File: src/rtl/mb_pkg.sv
package mb_pkg;
  typedef enum logic [1:0] {
    ENT_IDLE = 2'd0,
    ENT_WAIT = 2'd1,
    ENT_FULL = 2'd2
  } ent_st_e;
endpackage

File: src/rtl/mb_first_one.sv
module mb_first_one #(
  parameter int N = 4,
  localparam int IW = (N > 1) ? $clog2(N) : 1
) (
  input  logic [N-1:0]  req_i,
  output logic [N-1:0]  gnt_o,
  output logic [IW-1:0] idx_o,
  output logic          any_o
);
  logic found;
  always_comb begin
    gnt_o = '0;
    idx_o = '0;
    found = 1'b0;
    for (int i = 0; i < N; i++) begin
      if (req_i[i] && !found) begin
        gnt_o[i] = 1'b1;
        idx_o    = IW'(i);
        found    = 1'b1;
      end
    end
  end
  assign any_o = |req_i;
endmodule

File: src/rtl/mb_entry.sv
module mb_entry
  import mb_pkg::*;
#(
  parameter int WORDS  = 4,
  parameter int WORD_W = 32,
  parameter int LINE_W = 8,
  localparam int WB = WORD_W / 8,
  localparam int LB = WORDS * WB,
  localparam int LD = WORDS * WORD_W,
  localparam int WI = (WORDS > 1) ? $clog2(WORDS) : 1
) (
  input  logic              clk_i,
  input  logic              rst_ni,
  input  logic              alloc_i,
  input  logic [LINE_W-1:0] line_i,
  input  logic              wr_i,
  input  logic [WI-1:0]     word_i,
  input  logic [WORD_W-1:0] wdata_i,
  input  logic [WB-1:0]     wbe_i,
  input  logic              rd_mark_i,
  input  logic              fill_i,
  input  logic [LD-1:0]     fill_data_i,
  input  logic              release_i,
  output logic              valid_o,
  output logic              filled_o,
  output logic [LINE_W-1:0] line_o,
  output logic [LD-1:0]     data_o,
  output logic [LB-1:0]     be_o,
  output logic              rd_o,
  output logic [WI-1:0]     rd_word_o
);
  ent_st_e           st_q;
  logic [LINE_W-1:0] line_q;
  logic [LD-1:0]     data_q, data_n;
  logic [LB-1:0]     be_q, be_n;
  logic              rd_q;
  logic [WI-1:0]     rd_word_q;

  // fill lands first, a same-cycle write lands on top of it
  always_comb begin
    data_n = data_q;
    be_n   = alloc_i ? '0 : be_q;
    if (fill_i) begin
      for (int b = 0; b < LB; b++)
        if (!be_q[b]) data_n[b*8 +: 8] = fill_data_i[b*8 +: 8];
      be_n = '1;
    end
    if (wr_i) begin
      for (int b = 0; b < WB; b++) begin
        if (wbe_i[b]) begin
          data_n[int'(word_i)*WORD_W + b*8 +: 8] = wdata_i[b*8 +: 8];
          be_n[int'(word_i)*WB + b]              = 1'b1;
        end
      end
    end
  end

  always_ff @(posedge clk_i or negedge rst_ni) begin
    if (!rst_ni) begin
      st_q      <= ENT_IDLE;
      line_q    <= '0;
      data_q    <= '0;
      be_q      <= '0;
      rd_q      <= 1'b0;
      rd_word_q <= '0;
    end else begin
      if (release_i)    st_q <= ENT_IDLE;
      else if (alloc_i) st_q <= ENT_WAIT;
      else if (fill_i)  st_q <= ENT_FULL;
      if (alloc_i) line_q <= line_i;
      data_q <= data_n;
      be_q   <= be_n;
      rd_q   <= release_i ? 1'b0 : (rd_q | rd_mark_i);
      if (rd_mark_i) rd_word_q <= word_i;
    end
  end

  assign valid_o   = (st_q != ENT_IDLE);
  assign filled_o  = (st_q == ENT_FULL);
  assign line_o    = line_q;
  assign data_o    = data_q;
  assign be_o      = be_q;
  assign rd_o      = rd_q;
  assign rd_word_o = rd_word_q;

  p_alloc_idle_r2: assert property (@(posedge clk_i) disable iff (!rst_ni)
    alloc_i |-> (st_q == ENT_IDLE));
  p_fill_wait_r8: assert property (@(posedge clk_i) disable iff (!rst_ni)
    fill_i |-> (st_q == ENT_WAIT));
  p_full_bytes_r4: assert property (@(posedge clk_i) disable iff (!rst_ni)
    (st_q == ENT_FULL) |-> (&be_q));
endmodule

File: src/rtl/mb_fill_pipe.sv
module mb_fill_pipe #(
  parameter int DEPTH = 3,
  parameter int DW    = 32
) (
  input  logic          clk_i,
  input  logic          rst_ni,
  input  logic          in_valid_i,
  input  logic          in_rd_i,
  input  logic [DW-1:0] in_data_i,
  output logic          out_rd_o,
  output logic [DW-1:0] out_data_o
);
  logic          rd_q [DEPTH];
  logic [DW-1:0] d_q  [DEPTH];

  for (genvar g = 0; g < DEPTH; g++) begin : g_stg
    if (g == 0) begin : g_head
      always_ff @(posedge clk_i or negedge rst_ni) begin
        if (!rst_ni) begin
          rd_q[g] <= 1'b0;
          d_q[g]  <= '0;
        end else begin
          rd_q[g] <= in_valid_i & in_rd_i;
          d_q[g]  <= in_data_i;
        end
      end
    end else begin : g_body
      always_ff @(posedge clk_i or negedge rst_ni) begin
        if (!rst_ni) begin
          rd_q[g] <= 1'b0;
          d_q[g]  <= '0;
        end else begin
          rd_q[g] <= rd_q[g-1];
          d_q[g]  <= d_q[g-1];
        end
      end
    end
  end

  assign out_rd_o   = rd_q[DEPTH-1];
  assign out_data_o = d_q[DEPTH-1];
endmodule

File: src/rtl/cl_merge_buffer.sv
module cl_merge_buffer #(
  parameter int N_ENT  = 4,
  parameter int WORDS  = 4,
  parameter int WORD_W = 32,
  parameter int LINE_W = 8,
  parameter int PIPE_D = 3
) (
  input  logic                       clk_i,
  input  logic                       rst_ni,
  input  logic                       req_valid_i,
  input  logic                       req_write_i,
  input  logic [LINE_W-1:0]          req_line_i,
  input  logic [$clog2(WORDS)-1:0]   req_word_i,
  input  logic [WORD_W-1:0]          req_data_i,
  input  logic [WORD_W/8-1:0]        req_be_i,
  output logic                       stall_o,
  output logic                       mem_req_valid_o,
  output logic [$clog2(N_ENT)-1:0]   mem_req_id_o,
  output logic [LINE_W-1:0]          mem_req_line_o,
  input  logic                       fill_valid_i,
  input  logic [$clog2(N_ENT)-1:0]   fill_id_i,
  input  logic [WORDS*WORD_W-1:0]    fill_data_i,
  output logic                       pipe_fill_valid_o,
  input  logic                       pipe_fill_ready_i,
  output logic [LINE_W-1:0]          pipe_fill_line_o,
  output logic [WORDS*WORD_W-1:0]    pipe_fill_data_o,
  output logic                       pipe_fill_rd_o,
  output logic                       rsp_valid_o,
  output logic [WORD_W-1:0]          rsp_data_o
);
  localparam int WB = WORD_W / 8;
  localparam int LB = WORDS * WB;
  localparam int LD = WORDS * WORD_W;
  localparam int WI = $clog2(WORDS);
  localparam int EI = $clog2(N_ENT);

  logic [N_ENT-1:0]  ent_valid, ent_filled, ent_rd;
  logic [LINE_W-1:0] ent_line  [N_ENT];
  logic [LD-1:0]     ent_data  [N_ENT];
  logic [LB-1:0]     ent_be    [N_ENT];
  logic [WI-1:0]     ent_rdw   [N_ENT];

  logic [N_ENT-1:0] hit_oh, alloc_oh, out_oh, tgt_oh;
  logic [EI-1:0]    hit_idx, alloc_idx, out_idx;
  logic             hit_any, free_any, out_any;

  always_comb begin
    for (int i = 0; i < N_ENT; i++)
      hit_oh[i] = ent_valid[i] && (ent_line[i] == req_line_i);
  end

  mb_first_one #(.N(N_ENT)) u_hit (
    .req_i(hit_oh), .gnt_o(), .idx_o(hit_idx), .any_o(hit_any));
  mb_first_one #(.N(N_ENT)) u_free (
    .req_i(~ent_valid), .gnt_o(alloc_oh), .idx_o(alloc_idx), .any_o(free_any));
  mb_first_one #(.N(N_ENT)) u_out (
    .req_i(ent_filled), .gnt_o(out_oh), .idx_o(out_idx), .any_o(out_any));

  logic [WB-1:0]     hit_be;
  logic [WORD_W-1:0] hit_word;
  logic              word_full;
  assign hit_be    = ent_be[hit_idx][req_word_i*WB +: WB];
  assign hit_word  = ent_data[hit_idx][req_word_i*WORD_W +: WORD_W];
  assign word_full = &hit_be;

  logic handoff, conflict, acc, new_alloc, direct, mark, rd_wait_q;
  assign handoff   = out_any & pipe_fill_ready_i;
  assign conflict  = req_valid_i & (|(hit_oh & out_oh)) & pipe_fill_ready_i;
  assign stall_o   = rd_wait_q | (req_valid_i & ~hit_any & ~free_any) | conflict;
  assign acc       = req_valid_i & ~stall_o;
  assign new_alloc = acc & ~hit_any;
  assign tgt_oh    = hit_any ? hit_oh : alloc_oh;
  assign direct    = acc & ~req_write_i & hit_any & word_full;
  assign mark      = acc & ~req_write_i & ~(hit_any & word_full);

  for (genvar g = 0; g < N_ENT; g++) begin : g_ent
    mb_entry #(.WORDS(WORDS), .WORD_W(WORD_W), .LINE_W(LINE_W)) u_ent (
      .clk_i      (clk_i),
      .rst_ni     (rst_ni),
      .alloc_i    (new_alloc & alloc_oh[g]),
      .line_i     (req_line_i),
      .wr_i       (acc & req_write_i & tgt_oh[g]),
      .word_i     (req_word_i),
      .wdata_i    (req_data_i),
      .wbe_i      (req_be_i),
      .rd_mark_i  (mark & tgt_oh[g]),
      .fill_i     (fill_valid_i && (fill_id_i == EI'(g))),
      .fill_data_i(fill_data_i),
      .release_i  (handoff & out_oh[g]),
      .valid_o    (ent_valid[g]),
      .filled_o   (ent_filled[g]),
      .line_o     (ent_line[g]),
      .data_o     (ent_data[g]),
      .be_o       (ent_be[g]),
      .rd_o       (ent_rd[g]),
      .rd_word_o  (ent_rdw[g])
    );
  end

  assign mem_req_valid_o   = new_alloc;
  assign mem_req_id_o      = alloc_idx;
  assign mem_req_line_o    = req_line_i;
  assign pipe_fill_valid_o = out_any;
  assign pipe_fill_line_o  = ent_line[out_idx];
  assign pipe_fill_data_o  = ent_data[out_idx];
  assign pipe_fill_rd_o    = out_any & ent_rd[out_idx];

  logic [WORD_W-1:0] out_word, q3_data;
  logic              q3_rd;
  assign out_word = ent_data[out_idx][ent_rdw[out_idx]*WORD_W +: WORD_W];

  mb_fill_pipe #(.DEPTH(PIPE_D), .DW(WORD_W)) u_pipe (
    .clk_i     (clk_i),
    .rst_ni    (rst_ni),
    .in_valid_i(handoff),
    .in_rd_i   (pipe_fill_rd_o),
    .in_data_i (out_word),
    .out_rd_o  (q3_rd),
    .out_data_o(q3_data)
  );

  logic              dir_v_q;
  logic [WORD_W-1:0] dir_d_q;
  always_ff @(posedge clk_i or negedge rst_ni) begin
    if (!rst_ni) begin
      rd_wait_q <= 1'b0;
      dir_v_q   <= 1'b0;
      dir_d_q   <= '0;
    end else begin
      if (q3_rd)     rd_wait_q <= 1'b0;
      else if (mark) rd_wait_q <= 1'b1;
      dir_v_q <= direct;
      if (direct) dir_d_q <= hit_word;
    end
  end

  assign rsp_valid_o = dir_v_q | q3_rd;
  assign rsp_data_o  = q3_rd ? q3_data : dir_d_q;

  p_one_owner_r3: assert property (@(posedge clk_i) disable iff (!rst_ni)
    $onehot0(hit_oh));
  p_rsp_single_r5: assert property (@(posedge clk_i) disable iff (!rst_ni)
    !(dir_v_q && q3_rd));
  p_mark_stalls_r6: assert property (@(posedge clk_i) disable iff (!rst_ni)
    mark |=> stall_o);
  p_offer_hold_r8: assert property (@(posedge clk_i) disable iff (!rst_ni)
    (pipe_fill_valid_o && !pipe_fill_ready_i) |=> pipe_fill_valid_o);
  p_slot_free_r9: assert property (@(posedge clk_i) disable iff (!rst_ni)
    handoff |=> ((ent_valid & $past(out_oh)) == '0));
  p_full_stall_r10: assert property (@(posedge clk_i) disable iff (!rst_ni)
    (req_valid_i && !hit_any && !free_any) |-> (stall_o && !mem_req_valid_o));
  p_stall_drop_r12: assert property (@(posedge clk_i) disable iff (!rst_ni)
    q3_rd |=> !stall_o);
endmodule

File: config.mk
export PLATFORM = sky130hd
export DESIGN_NAME = cl_merge_buffer
export DESIGN_NICKNAME = d
export VERILOG_FILES = /design/src/rtl/mb_pkg.sv /design/src/rtl/mb_first_one.sv /design/src/rtl/mb_entry.sv /design/src/rtl/mb_fill_pipe.sv /design/src/rtl/cl_merge_buffer.sv
export SDC_FILE = /design/constraint.sdc
export NUM_CORES = 2
export LEC_CHECK = 0
export BUFFER_PORTS_ARGS = -buffer_cell sky130_fd_sc_hd__buf_2
export CORE_MARGIN = 1
export CORE_UTILIZATION = 40
export CTS_CLUSTER_DIAMETER = 30
export DETAILED_ROUTE_END_ITERATION = 8
export MAX_ROUTING_LAYER = met4
export PLACE_DENSITY = 0.65
export SLEW_MARGIN = 40
export SYNTH_ARGS = -nofsm -noshare
export SYNTH_HDL_FRONTEND = slang
export SYNTH_SLANG_ARGS = --single-unit
File: constraint.sdc
create_clock -name clk_i -period 4.1 [get_ports clk_i]
set_clock_uncertainty 0.15 [all_clocks]
set_input_delay 0.205 -clock clk_i [delete_from_list [all_inputs] [get_ports clk_i]]
set_output_delay 0.205 -clock clk_i [all_outputs]
set_load 0.03 [all_outputs]
==> flow_metrics.env <==
export IMPL_status="finished clean"
export IMPL_syn_num_nets=4536
export IMPL_first_global_vias=40275
export IMPL_ys_flop_type="dfrtp_1"
export IMPL_total_power_mw=61.3
export IMPL_crit_required_ps=3740
export IMPL_synth_top_area_share_pct=43.6
export IMPL_slew_viol_final=0
export IMPL_most_common_layout_cells="nand2_1, mux2i_1, dfrtp_1, buf_2, buf_4"
export IMPL_clk_pin_slew_ps=50
export IMPL_die_h_um=332
export IMPL_endpoint_kind="output pin"
export IMPL_syn_to_final_growth_pct=32.6
export IMPL_netlist_area_um2=43600
export IMPL_cts_setup_buffers=0
export IMPL_maxCapViolations=0
export IMPL_clock_sinks=761
export IMPL_async_reset_ff_share_pct=100
export IMPL_io_buffers=364
export IMPL_layout_drive_gt1_share_pct=22.9
export IMPL_synthAdderAreaFrac_pct=0.115
export IMPL_synth_simple_area_share_pct=15.4
export IMPL_initial_core_util_pct=40.5
export IMPL_hp_class="input pin to register"
export IMPL_synth_top_family_by_area="multiplexers"
export IMPL_vias_per_cell=6.12
export IMPL_grt_antenna_before_repair=36
export IMPL_synth_compound_gate_area_share_pct=5.73
export IMPL_yosysWarnings=0
export IMPL_cts_tree="built"
export IMPL_synth_edf_count=0
export IMPL_clockRootBuffer="clkbuf_16"
export IMPL_regArea_um2=19000
export IMPL_leakagePower_nw=28.8
export IMPL_grt_usage_pct=36.8
export IMPL_synthesis_instances=4350
export IMPL_routabilityCongestion=1.01
export IMPL_crit_buf_inv=5
export IMPL_cp_max_fo=25
export IMPL_min_period_ps=4080
export IMPL_rsz0062_at_grt="false"
export IMPL_cp_slowest_cell="or3_1"
export IMPL_dpl_hpwl_um=138000
export IMPL_setup_viol=0
export IMPL_cpLargestDelayFamily="buffers and inverters"
export IMPL_max_clock_freq_ghz=0.245
export IMPL_grt_overflow=0
export IMPL_wirelength_um=200000
export IMPL_max_slew_margin_pct=37.2
export IMPL_routedWlPerCell_um=30.0
export IMPL_drtIter0Drc=5188
export IMPL_synth_seq_cells=761
export IMPL_core_region_area_um2=108000
export IMPL_grt_pass1_wl_um=289000
export IMPL_place_area_um2=48500
export IMPL_synth_cell_types=60
export IMPL_critPathLaunchType="register"
export IMPL_nFillCells=9367
export IMPL_htree_num_levels=4
export IMPL_crit_chain="nor2b_4 -> or3_1 -> buf_4 -> nand2b_4 -> buf_12 -> buf_4 -> buf_4 -> and3_1 -> a31oi_2 -> buf_2"
export IMPL_hold_viol=0
export IMPL_multi_input_area_um2=23300
export IMPL_row_count=120
export IMPL_final_cell_area_um2=57900
export IMPL_die_w_um=332
export IMPL_vias=40878
export IMPL_grt_max_degree=104
export IMPL_cts_buffers=186
export IMPL_synthTopCellsByArea="dfrtp_1, mux2i_1, nand2_1"
export IMPL_syn_area_per_cell_um2=10.0
export IMPL_critical_path_max_stage_delay_ps=500
export IMPL_ir_worst_vdd_mv=0.778
export IMPL_drt_first_pass_iters=6
export IMPL_crit_top_cell="buf_4"
export IMPL_synthXorXnorAreaFrac_pct=0.642
export IMPL_whs_ps=149
export IMPL_final_common_cell="nand2_1"
export IMPL_die_area_um2=110000
export IMPL_worst_pin_slew_ps=941
export IMPL_yosysSeqAreaShare_pct=43.6
export IMPL_r2r_setup_slack_ps=180
export IMPL_clk_insertion_delay_late_ps=800
export IMPL_path_class="register to output pin"
export IMPL_drc=0
export IMPL_clockBufferDepth=3
export IMPL_cp_arrival_ps=3730
export IMPL_powerDensity_nw_per_um2=1060
export IMPL_yosysTopAreaCell="dfrtp_1"
export IMPL_io_pins=365
export IMPL_fin_tns_setup_ps=0
export IMPL_fin_nets=5264
export IMPL_drtAntennaViolNets=0
export IMPL_timing_final_crit_share_pct=99.6
export IMPL_muxShareOfSynthArea_pct=30.9
-- per-layer routing --
| metal | vias to the layer above | global-route usage (%) | wire length, um |
|---|---|---|---|
| li1 | 16984 | - | - |
| met1 | 20286 | 45.6 | 75800 |
| met2 | 2909 | 51.4 | 84500 |
| met3 | 699 | 12.3 | 25400 |
| met4 | 0 | 22.8 | 14400 |
| met5 | - | - | 0 |
-- worst paths after layout --
path                                                      startpoint                             endpoint  depth (start not counted)
worst max-delay path              g_ent[0].u_ent.st_q[1]$_DFFE_PN0P_                 pipe_fill_data_o[87]                         10
worst min-delay path                                 fill_data_i[88]  g_ent[0].u_ent.data_o[88]$_DFF_PN0_                          4
worst max register to register  g_ent[0].u_ent.line_o[3]$_DFFE_PN0P_  g_ent[0].u_ent.data_o[17]$_DFF_PN0_                         12
worst min register to register              u_pipe.d_q[63]$_DFF_PN0_      u_pipe.out_data_o[31]$_DFF_PN0_                          0
max in group asynchronous                                     rst_ni  g_ent[2].u_ent.data_o[77]$_DFF_PN0_                          6
min in group asynchronous                                     rst_ni     g_ent[2].u_ent.be_o[8]$_DFF_PN0_                          4
-- Yosys cell counts (all sizes together) (6+ instances only) --
cell,n
nand4,28
buf,169
mux2,124
inv,7
nor2b,13
mux4,65
nand2,1093
o21ai,10
o211ai,66
nor3,9
xor2,24
a211oi,12
clkbuf,166
a22oi,33
and3,133
nand3,144
a21oi,108
o22ai,11
nand2b,23
a31oi,140
xnor2,8
nor2,101
dfrtp,761
mux2i,1062
nor4,6
-- per-stage QoR --
stage / instances / worst slack (ps) / util (%)
final: 6676 / 15.1 / 53.8
after global routing: 6670 / 13.6 / 53.7
after CTS: 6642 / 2.45 / 53.6
after detailed placement: 6062 / 354 / 45.0
after global placement: 6060 / 375 / 45.0
after floorplan: 4350 / 874 / -
-- cell type report --
cell class	instances	share of cell area [%]
multi-input cells	3247	40.3
flip-flops and latches	761	32.9
repair buffers	875	11.7
clock buffers	236	8.92
well taps	1403	3.03
clock inverters	114	2.96
diodes	33	0.143
inverters	7	0.0454
-- flip-flops by register name, summed over array words and instances (netlist names), 2 cells and up --
| signal | flops |
|---|---|
| dir_d_q | 32 |
| g_ent.u_ent.line_o | 32 |
| g_ent.u_ent.st_q | 8 |
| u_pipe.rd_q | 2 |
| u_pipe.out_data_o | 32 |
| u_pipe.d_q | 64 |
| g_ent.u_ent.rd_o | 4 |
| g_ent.u_ent.be_o | 64 |
| g_ent.u_ent.rd_word_o | 8 |
| g_ent.u_ent.data_o | 512 |
-- report_power, final --
part / internal, mW / leakage [nW] / total (mW) / switching [mW]
sequential: 11.1 / 9.17 / 14.3 / 3.16
combinational: 10.4 / 16.3 / 31.1 / 20.6
clock: 10.8 / 3.32 / 15.9 / 5.11
total: 32.4 / 28.8 / 61.3 / 28.9
-- cells by family (layout without fill, tap and decap cells) --
| group | Yosys count | count (layout) |
|---|---|---|
| compound gates | 390 | 390 |
| xor+xnor | 32 | 32 |
| fa+ha+maj | 4 | 4 |
| buf+inv | 342 | 1232 |
| flops | 761 | 761 |
| mux | 1251 | 1251 |
| other cells | 0 | 33 |
| simple gates | 1570 | 1570 |
-- worst reg2reg max path: stages, from the launching register on --
cell and delay (ps):
dfrtp_1 400, xnor2_1 240, nand4_1 220, or3_4 460, nand4_1 200, nand2b_1 190
nand4_2 240, nor2_2 260, buf_12 220, nand3_1 260, buf_4 290, mux2i_1 130
dlygate4sd3_1 560
-- repair_timing --
action / 4_1_cts / 5_1_grt
hold buffers: 230 / 0
resized for setup: 5 / 13
endpoints found under the hold margin: 1069 / 0
gates cloned: 0 / 0
setup endpoints to repair: 9 / 33
Note: power is estimated with default switching activity, not from simulation.
